===== config.mk =====
export PLATFORM = sky130hd
export DESIGN_NAME = brownout_blanker
export DESIGN_NICKNAME = d
export VERILOG_FILES = /design/src/rtl/brownout_blanker.sv
export SDC_FILE = /design/constraint.sdc
export NUM_CORES = 1
export LEC_CHECK = 0
export ABC_CLOCK_PERIOD_IN_PS = 1900
export BUFFER_PORTS_ARGS = -buffer_cell sky130_fd_sc_hd__buf_2
export CAP_MARGIN = 10
export CORE_AREA = 2 2 39 41
export DETAILED_ROUTE_END_ITERATION = 8
export DIE_AREA = 0 0 41 43
export RECOVER_POWER = 25
export SYNTH_ARGS = -nofsm -noshare
export SYNTH_HDL_FRONTEND = slang
export SYNTH_SLANG_ARGS = --single-unit

===== constraint.sdc =====
create_clock -name clk -period 1.9 [get_ports clk]
set_clock_uncertainty 0.05 [all_clocks]
set_input_delay 0.285 -clock clk [delete_from_list [all_inputs] [get_ports clk]]
set_output_delay 0.285 -clock clk [all_outputs]
set_load 0.1 [all_outputs]

===== src/rtl/brownout_blanker.sv =====
module brownout_blanker #(
  parameter int BLANK_TICKS = 500,
  parameter int WIN_TICKS   = 50
) (
  input  logic clk,
  input  logic rst_n,
  input  logic tick_i,
  input  logic below_i,
  output logic brownout_o,
  output logic hyst_en_o,
  output logic clamp_en_o,
  output logic latch_clr_o
);

  localparam int MAX_TICKS = (BLANK_TICKS > WIN_TICKS) ? BLANK_TICKS : WIN_TICKS;
  localparam int CW = $clog2(MAX_TICKS + 1);
  localparam logic [CW-1:0] BLANK_LAST = CW'(BLANK_TICKS - 1);
  localparam logic [CW-1:0] WIN_LAST   = CW'(WIN_TICKS - 1);

  logic          bo_q;
  logic          lc_q;
  logic [CW-1:0] cnt_q;
  logic          gather;
  logic          expire;

  // while normal, count low-line time; while in brown-out, count good-line time
  assign gather = bo_q ? ~below_i : below_i;
  assign expire = tick_i & gather & (cnt_q == (bo_q ? WIN_LAST : BLANK_LAST));

  always_ff @(posedge clk or negedge rst_n) begin
    if (!rst_n) begin
      bo_q  <= 1'b0;
      lc_q  <= 1'b0;
      cnt_q <= '0;
    end else begin
      lc_q <= 1'b0;
      if (!gather) begin
        cnt_q <= '0;
      end else if (tick_i) begin
        if (expire) begin
          cnt_q <= '0;
          bo_q  <= ~bo_q;
          lc_q  <= ~bo_q;
        end else begin
          cnt_q <= cnt_q + 1'b1;
        end
      end
    end
  end

  assign brownout_o  = bo_q;
  assign hyst_en_o   = bo_q;
  assign clamp_en_o  = below_i & ~bo_q;
  assign latch_clr_o = lc_q;


  bo_entry_chk: assert property (@(posedge clk) disable iff (!rst_n)
    $rose(brownout_o) |-> $past(below_i && tick_i));


  bo_exit_chk: assert property (@(posedge clk) disable iff (!rst_n)
    $fell(brownout_o) |-> $past(!below_i && tick_i));


  lc_rise_chk: assert property (@(posedge clk) disable iff (!rst_n)
    $rose(brownout_o) |-> latch_clr_o);


  lc_pulse_chk: assert property (@(posedge clk) disable iff (!rst_n)
    latch_clr_o |=> !latch_clr_o);


  tick_gate_chk: assert property (@(posedge clk) disable iff (!rst_n)
    !tick_i |=> $stable(brownout_o));


  cnt_bound_chk: assert property (@(posedge clk) disable iff (!rst_n)
    cnt_q <= ((BLANK_LAST > WIN_LAST) ? BLANK_LAST : WIN_LAST));

endmodule


==> summary.md, run 1 <==
| Metric | Value |
|---|---|
| Row count | 14 |
| Netlist cell types | 24 |
| Post-route insts no fill | 96 |
| Total Routing Usage GR | 0.153 |
| RSZ-0062 raised after global routing | no |
| Setup Viol. Count Final | 0 |
| Routed vias | 502 |
| Crit path time final | 1800 ps |
| Max Fanout on Critical Path | 5 |
| I/O pin count | 8 |
| Internal | 360 uW |
| Slew Limit Headroom | 0.613 |
| Initial antenna violation count | 0 |
| Clk_lat worst skew | 270 ps |
| Antenna-violating nets left | 0 |
| Worst slew pin tran | 581 ps |
| Setup TNS | 0 ps |
| Max-slew violations | 0 |
| Sequential power share | 0.483 |
| Max cap viols | 0 |
| Die height | 43 um |
| Vias per cell | 5.23 |
| Initial core utilization | 0.429 |
| Area Overhead vs Synth | 26.2% |
| Vias in the first global route | 412 |
| Worst path slowest cell | or4b_1 |
| Warnings, synthesis | 0 |
| Drc violations | 0 |
| Placer Congestion | 0.710 |
| Sequential fraction of the synthesis area | 0.464 |
| Post-Syn Instances | 62 |
| Comb power frac | 0.209 |
| Crit path launch type | flip-flop |
| Die width | 41 um |
| Core Util, Final | 0.541 |
| Post-DP HPWL | 815 um |
| Average routed wire per standard cell | 11.7 um |
| Layout cells sized above 1 | 0.288 |
| Final Net Count | 87 |
| # diodes | 0 |
| WL final | 1120 um |
| Max Buffers Root-to-Sink | 2 |
| Critical setup path kind | reg2reg |
| Outcome | completed |
| Largest net degree at the start of global routing | 12 |
| Worst min path class | in2reg |
| Fmax | 555 MHz |
| Crit-path cells | or4b_1, o22ai_2, a31oi_4, buf_4, a22o_1 |
| Crit end category | flip-flop |
| Seq cells post-synth | 11 |
| Multi-input logic area | 323 sq um |
| Inst Count DP | 89 |
| Largest stage delay, worst path | 530 ps |
| Max IR drop VDD | 0.000492 V |
| Total congestion overflow | 0 |
| CTS Buf Count | 3 |
| Synthesized area per cell | 9.57 sq um |
| Lkg Pwr | 0.000344 uW |
| CTS root buf | clkbuf_4 |
| Critical path required time | 2010 ps |
| P_sw | 152 uW |
| H-tree level count | 1 |
| Crit path arrival time | 1910 ps |
| Core Area | 0.00138 sq mm |
| Final instance area | 748 sq um |
| CTS Sinks | 11 |
| DP Area | 691 sq um |
| First-pass GRT wire length | 1780 um |
| Hold Violations, Final | 0 |
| Clock-pin slew on the worst setup and hold paths | 70 ps |
| Initial drt markers | 5 |
| Clock network power share | 0.308 |
| Pre-antenna DRT Iters | 4 |
| Syn nets | 68 |
| Input/output buffers | 7 |
| Final Cycle Share | 0.948 |
| Sequential cell area | 279 sq um |
| Hold depth | 3 |
| Reg2reg path depth | 5 |
| Power density cells | 685 mW/mm^2 |
| CTS tree | built |
| Fraction of power spent switching nets | 0.296 |
| Total die area | 0.00176 sq mm |
| Cell area after synthesis | 593 sq um |
| # fillers | 129 |
-- synthesized netlist by cell type --
master    instances  area share
nor3_2            1       0.017
a22o_1            2       0.030
inv_1             3       0.019
nor2_1            4       0.025
or3_1             2       0.021
xnor2_1           1       0.015
mux2i_1           1       0.017
o22ai_2           1       0.021
o21ai_0           2       0.017
a31oi_2           1       0.021
a21oi_1           2       0.017
nand3b_1          1       0.013
xor2_1            2       0.030
nand3_1           6       0.051
dfrtp_1          11        0.46
ha_1              2       0.042
a22o_2            1       0.017
a31oi_1           2       0.021
or2_2             1       0.011
or4b_1            1       0.017
nand2_1           9       0.057
buf_4             1       0.013
nor3_1            3       0.025
nand2b_1          2       0.021
-- final cells by class --
class / instances / share of cell area
well taps: 16 / 0.0268
repair buffers: 14 / 0.119
inverters: 3 / 0.0151
flip-flops and latches: 11 / 0.373
clock buffers: 4 / 0.0351
multi-input cells: 48 / 0.431
-- state kept, by name, summed over array words and instances, names as in the netlist --
signal,count
brownout_o,1
cnt_q,9
latch_clr_o,1
-- path summary, 6_finish.rpt --
path                                      start                     end  slack, ps
max                        cnt_q[1]$_DFFE_PN0P_    cnt_q[5]$_DFFE_PN0P_        100
min                                      tick_i    cnt_q[0]$_DFFE_PN0P_        270
max reg2reg                cnt_q[1]$_DFFE_PN0P_    cnt_q[5]$_DFFE_PN0P_        100
min reg2reg                cnt_q[2]$_DFFE_PN0P_    cnt_q[2]$_DFFE_PN0P_        470
max in group asynchronous                 rst_n  brownout_o$_DFFE_PN0P_        900
min in group asynchronous                 rst_n   latch_clr_o$_DFF_PN0_        470
-- worst max-delay path: cells and delay by family, from the launching register on --
| family | cells | cell delay, ps |
|---|---|---|
| compound gates | 3 | 570 |
| buf+inv | 1 | 170 |
| simple gates | 1 | 530 |
| flops | 1 | 370 |
-- stage by stage --
step	setup slack, ps	hold slack, ps	total power, uW
floorplan	53.9	-60.6	321
finish	98.3	265	512
global placement	148	119	351
CTS	59.4	259	511
detailed placement	78.6	118	351
global route	10.9	301	539
-- placed cells by master (no fill, tap or decap), drive strengths merged --
master       synthesis  routed
xnor2                1       1
inv                  3       3
dlygate4sd3          0       1
nor2                 4       4
nand2b               2       2
nand3b               1       1
a22o                 3       3
a31oi                3       4
o21ai                2       2
nand3                6       6
or3                  2       2
or2                  1       1
or4b                 1       1
a21oi                2       2
clkbuf               0       5
dfrtp               11      11
nand2                9       9
mux2i                1       1
xor2                 2       2
buf                  1      12
nor3                 4       4
ha                   2       2
o22ai                1       1
-- power by group through the flow --
stage / registers (uW) / clock network, uW / logic [uW]
2_1_floorplan: 265 / 0 / 56.1
3_3_place_gp: 252 / 0 / 98.8
3_5_place_dp: 252 / 0 / 98.7
4_1_cts: 248 / 163 / 101
5_1_grt: 249 / 173 / 117
6_report: 248 / 158 / 107
-- repair_timing --
item	in CTS	in global routing
hold buffers	1	0
hold endpoints to repair	11	0
endpoints found under the setup margin	0	1
buffers inserted	0	1
resized for setup	0	1
-- routing by layer --
layer  track usage  part of all wire
met5             0                 0
met4         0.100             0.022
met3        0.0314             0.026
met2         0.200              0.47
met1         0.219              0.48
-- cells by family (layout without fill, tap and decap cells) --
kind of cell / Yosys count / count (layout) / share of synthesized area
AOI/OAI and AO/OA: 11 / 12 / 0.143
xor gates and xnor gates: 3 / 3 / 0.0443
adders and majority gates: 2 / 2 / 0.0422
buffers and inverters: 4 / 21 / 0.0316
DFF: 11 / 11 / 0.464
muxes: 1 / 1 / 0.0169
and+or+nand+nor: 30 / 30 / 0.257
Note: power is estimated with default switching activity, not from simulation.
==> inputs of run 2 (changes only) <==
Settings changed: ABC_CLOCK_PERIOD_IN_PS 1900 to 1610, PLACE_DENSITY set to 0.67.
Clock period 1.9 ns to 1.61 ns, I/O delays scaled along.
==> run 2 against run 1 <==
Effect of this change:
- the run now ends with setup timing left
- sequential share of layout area shrank 3.7 points
- critical path type unchanged
- die area is the same
- combinational power up 41%
- clock-buffer cell count is the same
- critical path depth stayed put
- sequential power grew 18%
- non-clock buffer count grew 4
- core utilization is 6.0 points higher
==> summary.md, run 2 (same netlist as run 1, synthesis figures left out) <==
| Metric | Value |
|---|---|
| Max reg flops | 9 (unchanged) |
| Max IR drop VDD | 0.000438 V (-11%) |
| Core Area | 0.00138 sq mm (unchanged) |
| Input/output buffers | 7 (unchanged) |
| First-pass GRT wire length | 2130 um (+19%) |
| Failing checks | setup timing |
| Worst r2r src | cnt_q[1]$_DFFE_PN0P_ |
| Worst slew pin tran | 600 ps (+19.4 ps) |
| Vias in the first global route | 508 (+23%) |
| Total die area | 0.00176 sq mm (unchanged) |
| Area Overhead vs Synth | 40.1% |
| Max Buffers Root-to-Sink | 2 (unchanged) |
| Pre-CTS setup slack | -86.6 ps (-165 ps) |
| Power density cells | 764 mW/mm^2 (+12%) |
| Average routed wire per standard cell | 12.5 um (+7.1%) |
| Die height | 43 um (unchanged) |
| Total Routing Usage GR | 0.181 (+0.0284) |
| Crit path time final | 1660 ps (-141 ps) |
| H-tree level count | 1 (unchanged) |
| Final Net Count | 91 (+4.6%) |
| Core Util, Final | 0.600 (+0.0597) |
| Initial drt markers | 4 (-1) |
| Max cap viols | 0 (unchanged) |
| Lkg Pwr | 0.000376 uW (+9.4%) |
| Total congestion overflow | 0 (unchanged) |
| RSZ-0062 raised after global routing | yes |
| Crit path launch type | flip-flop |
| CTS Buf Count | 3 (unchanged) |
| Outcome | complete, but fails checks |
| Hold_sp | tick_i |
| Sequential cell area | 279 sq um (unchanged) |
| CTS root buf | clkbuf_4 |
| Critical setup path kind | reg2reg |
| Crit end category | flip-flop |
| Clock-pin slew on the worst setup and hold paths | 70 ps (about the same) |
| Max Fanout on Critical Path | 5 (unchanged) |
| Initial core utilization | 0.429 (unchanged) |
| Drc violations | 0 (unchanged) |
| Antenna-violating nets left | 0 (unchanged) |
| Row count | 14 (unchanged) |
| Max-slew violations | 0 (unchanged) |
| Worst min path class | in2reg |
| CTS tree | built |
| Critical path required time | 1720 ps (-290 ps) |
| Layout cells sized above 1 | 0.405 (+0.117) |
| Fmax | 602 MHz (+8.5%) |
| Hold Violations, Final | 0 (unchanged) |
| Setup Viol. Count Final | 8 (+8) |
| Largest net degree at the start of global routing | 12 (unchanged) |
| WL final | 1250 um (+12%) |
| WHS | 244 ps (-21.1 ps) |
| Critical path launch point | cnt_q[1]$_DFFE_PN0P_ |
| Vias per cell | 5.23 (about the same) |
| Slew Limit Headroom | 0.600 (-0.0129) |
| PnR worst setup slack | -50.9 ps (-149 ps) |
| Final Cycle Share | 1.03 (+0.0834) |
| Highest-count cells in the layout ignoring fill and taps | dfrtp_1, buf_4, nand2_1 |
| Multi-input logic area | 360 sq um (+12%) |
| Biggest register | cnt_q |
| Crit path arrival time | 1770 ps (-140 ps) |
| Die width | 41 um (unchanged) |
| Clk_lat worst skew | 270 ps (about the same) |
| # diodes | 0 (unchanged) |
| Initial antenna violation count | 0 (unchanged) |
| CTS Sinks | 11 (unchanged) |
| # fillers | 123 (-4.7%) |
| Routed vias | 523 (+4.2%) |
| Pre-antenna DRT Iters | 4 (unchanged) |
| I/O pin count | 8 (unchanged) |
| Placer Congestion | 0.804 (+13%) |
| Post-DP HPWL | 923 um (+13%) |
[run 2: cell types whose count changed in the layout (fill, tap and decap cells not counted), moves of 2 or more]
| cell | previous run | this run |
|---|---|---|
| a21oi_2 | 0 | 2 |
| ha_1 | 2 | 0 |
| o21ai_0 | 2 | 0 |
| a21oi_1 | 2 | 0 |
| buf_4 | 6 | 10 |
| ha_2 | 0 | 2 |
[run 2: metrics by stage]
| step | setup TNS (ps) | power, uW | instance area [sq um] | std cells |
|---|---|---|---|---|
| after global placement | -274 | 431 | 753 | 94 |
| after global routing | -1060 | 674 | 831 | 100 |
| final | -255 | 635 | 831 | 100 |
| after detailed placement | -356 | 433 | 753 | 94 |
| after floorplan | -1560 | 383 | 616 | 62 |
| after CTS | -561 | 635 | 813 | 100 |
[run 2: worst max-delay path, stage by stage, from the launching register on]
cell and delay, ps:
dfrtp_1 380, or4b_4 540, o22ai_4 180, a31oi_4 150, a31oi_1 180, nand2_1 70
[run 2: cell type report]
cell class	instances	share of cell area
clock buffer	4	0.0316
inverter	3	0.0136
multi-input combinational	48	0.434
sequential	11	0.336
tap	16	0.0241
timing repair buffer	18	0.161
[run 2: final timing paths]
path                                           to  slack [ps]  cells past startpoint
setup reg to reg             cnt_q[4]$_DFFE_PN0P_         -50                      5
min in group asynchronous    cnt_q[8]$_DFFE_PN0P_         430                      2
hold / removal               cnt_q[0]$_DFFE_PN0P_         240                      3
hold reg to reg              cnt_q[2]$_DFFE_PN0P_         480                      1
max in group asynchronous  brownout_o$_DFFE_PN0P_         630                      2
setup / recovery             cnt_q[4]$_DFFE_PN0P_         -50                      5
[run 2: layer usage]
layer	wire, um	part of all wire	vias up	GRT usage
met4	23	0.018	0	0.100
li1	-	-	270	-
met5	0	0	-	0
met3	29	0.023	4	0.0471
met2	605	0.48	7	0.275
met1	590	0.47	242	0.222
[run 2: repair_timing]
item	in CTS	in global routing
buffers inserted	0	0
hold endpoints to repair	11	0
gates resized for setup	2	6
setup endpoints to repair	9	10
pin swaps	5	1
gates cloned	1	0
hold buffers	1	0
[run 2: power breakdown]
part	internal [uW]	switching, uW	total, uW	leakage [uW]
combinational	60.0	90.8	151	0.000212
sequential	286	5.84	292	0.000150
clock	96.0	96.2	192	0.0000150
total	442	193	635	0.000376
==> inputs of run 3 (changes only) <==
Settings changed: CELL_PAD_IN_SITES_DETAIL_PLACEMENT set to 1, CELL_PAD_IN_SITES_GLOBAL_PLACEMENT set to 2, CORE_AREA 2 2 39 41 to not set, CORE_MARGIN set to 1, CORE_UTILIZATION set to 30, DIE_AREA 0 0 41 43 to not set, MAX_ROUTING_LAYER set to met4, PLACE_DENSITY 0.67 to not set, PLACE_DENSITY_LB_ADDON set to 0.1.
==> run 3 against run 2 <==
Effect of this change:
- hold slack better by 1.1 ps
- the run still ends with setup timing left
- largest power group unchanged
- maximum frequency down 1.3%
- total power up 0.49%
- via count up 4.6%
- sequential share of layout area down 0.050 points
- sequential power about the same
- wire length up 17%
- core utilization down 13 points
==> summary.md, run 3 (same netlist as run 1, synthesis figures left out) <==
| Metric | Value |
|---|---|
| Hold_sp | tick_i |
| Max Buffers Root-to-Sink | 2 (unchanged) |
| Crit-path cells | or4b_4, o22ai_4, a31oi_4, a31oi_1, nand2_1 |
| Pre-antenna DRT Iters | 2 (-2) |
| Post-CTS Repair Setup Buffers | 0 (unchanged) |
| Drc violations | 0 (unchanged) |
| Crit path arrival time | 1790 ps (+20 ps) |
| Critical path launch point | cnt_q[7]$_DFFE_PN0P_ |
| H-tree level count | 1 (unchanged) |
| Outcome | complete, but fails checks |
| Area Overhead vs Synth | 40.3% |
| Routed vias | 547 (+4.6%) |
| Input/output buffers | 7 (unchanged) |
| Lkg Pwr | 0.000372 uW (-1.0%) |
| Critical path required time | 1720 ps (about the same) |
| Crit end category | flip-flop |
| Reg2reg path depth | 5 (unchanged) |
| Max Fanout on Critical Path | 5 (unchanged) |
| Sequential cell area | 279 sq um (unchanged) |
| Worst Hold Path EP | cnt_q[0]$_DFFE_PN0P_ |
| CTS Sinks | 11 (unchanged) |
| Final Net Count | 91 (unchanged) |
| CTS root buf | clkbuf_4 |
| Crit path launch type | flip-flop |
| Die height | 46.5 um (+8.0%) |
| Worst slew pin tran | 621 ps (+21.4 ps) |
| CTS tree | built |
| Initial drt markers | 6 (+2) |
| RSZ-0062 raised after global routing | yes |
| Average routed wire per standard cell | 13.4 um (+7.2%) |
| Final Cycle Share | 1.04 (+0.0132) |
| Placer Congestion | 0.778 (-3.2%) |
| Power density cells | 766 mW/mm^2 (+0.34%) |
| Worst reg2reg path endpoint | cnt_q[4]$_DFFE_PN0P_ |
| # diodes | 0 (unchanged) |
| Total die area | 0.00216 sq mm (+22%) |
| Antenna-violating nets left | 0 (unchanged) |
| Crit path time final | 1680 ps (+21.3 ps) |
| Vias in the first global route | 537 (+5.7%) |
| Setup Viol. Count Final | 9 (+1) |
| WHS | 245 ps (+1.11 ps) |
| I/O pin count | 8 (unchanged) |
| Hold Violations, Final | 0 (unchanged) |
| WL final | 1460 um (+17%) |
| Max-slew violations | 0 (unchanged) |
| Critical setup path kind | reg2reg |
| CTS Buf Count | 3 (unchanged) |
| Row count | 15 (+1) |
| Top Usage Layer GRT | met1 |
| Flop2flop setup slack | -70 ps (-20 ps) |
| Multi-input logic area | 350 sq um (-2.8%) |
| Max reg flops | 9 (unchanged) |
| Layout cells sized above 1 | 0.381 (-0.0238) |
| Max cap viols | 0 (unchanged) |
| Clk_lat worst skew | 260 ps (about the same) |
| Worst path slowest cell | or4b_4 |
| Pre-CTS setup slack | -126 ps (-39.2 ps) |
| Failing checks | setup timing |
| Post-DP HPWL | 1080 um (+17%) |
| PnR worst setup slack | -72.2 ps (-21.3 ps) |
| Initial antenna violation count | 0 (unchanged) |
| Worst r2r src | cnt_q[7]$_DFFE_PN0P_ |
| Total congestion overflow | 0 (unchanged) |
| Slew Limit Headroom | 0.586 (-0.0142) |
| # fillers | 208 (+69%) |
| GR Util met1 | 0.249 (+0.0269) |
| Vias per cell | 5.02 (-4.0%) |
| Hold depth | 3 (unchanged) |
| Max IR drop VDD | 0.000309 V (-30%) |
| Highest-count cells in the layout ignoring fill and taps | dfrtp_1, buf_4, nand2_1 |
| Worst min path class | in2reg |
| Core Area | 0.00178 sq mm (+29%) |
| GRT met2 Usage | 0.242 (-0.0333) |
| Largest stage delay, worst path | 550 ps (about the same) |
| Clock-pin slew on the worst setup and hold paths | 80 ps (about the same) |
| Biggest register | cnt_q |
| Fmax | 594 MHz (-1.3%) |
| First-pass GRT wire length | 2500 um (+18%) |
| Total Routing Usage GR | 0.174 (-0.00763) |
| Largest net degree at the start of global routing | 12 (unchanged) |
| Die width | 46.5 um (+13%) |
| Met3 usage | 0.0353 (-0.0118) |
| Initial core utilization | 0.333 (-0.0959) |
[run 3: cell counts in the layout (fill, tap and decap cells not counted)]
Identical to the previous run, type by type.
[run 3: final cells by class]
type	count	share of cell area
clock buffer	4	0.0316
timing repair buffer	18	0.161
multi-input combinational	48	0.421
tap	25	0.0376
sequential	11	0.335
inverter	3	0.0135
[run 3: worst max-delay path: cells and delay by family, from the launching register on]
family / cells / cell delay [ps]
AO/OA/AOI/OAI: 3 / 530
flip-flops: 1 / 390
AND/OR/NAND/NOR: 2 / 620
[run 3: how the worst max path moves through the flow]
stage                           endpoint  cells past startpoint
CTS                 cnt_q[4]$_DFFE_PN0P_                      5
finish              cnt_q[4]$_DFFE_PN0P_                      5
detailed placement  cnt_q[6]$_DFFE_PN0P_                      5
global placement    cnt_q[6]$_DFFE_PN0P_                      5
floorplan           cnt_q[4]$_DFFE_PN0P_                      5
global route        cnt_q[2]$_DFFE_PN0P_                      6
[run 3: what timing repair did]
action,CTS,global route
hold buffers,1,0
pin swaps,8,3
gates resized for setup,2,3
endpoints found under the hold margin,11,0
setup endpoints to repair,9,10
gates cloned,1,0
[run 3: where the power goes]
| group | switching [uW] | internal, uW |
|---|---|---|
| Clock | 97.9 | 95.6 |
| Combinational | 90.6 | 59.8 |
| Sequential | 7.98 | 286 |
| Total | 196 | 441 |
[run 3: per-layer routing]
layer  vias to the layer above  part of all wire  routed length (um)
met5                         -                 0                   0
met1                       270              0.50                 729
li1                        270                 -                   -
met2                         5              0.47                 689
met4                         0            0.0075                  11
met3                         2             0.020                  29
[run 3: through the flow]
stage	instance area [sq um]	TNS, ps	util	std cells	total power (uW)
6_report	832	-370	0.467	109	638
5_1_grt	832	-1220	0.467	109	676
4_1_cts	825	-858	0.462	109	640
3_5_place_dp	764	-651	0.429	103	437
3_3_place_gp	764	-579	0.429	103	435
2_1_floorplan	616	-1560	-	62	383
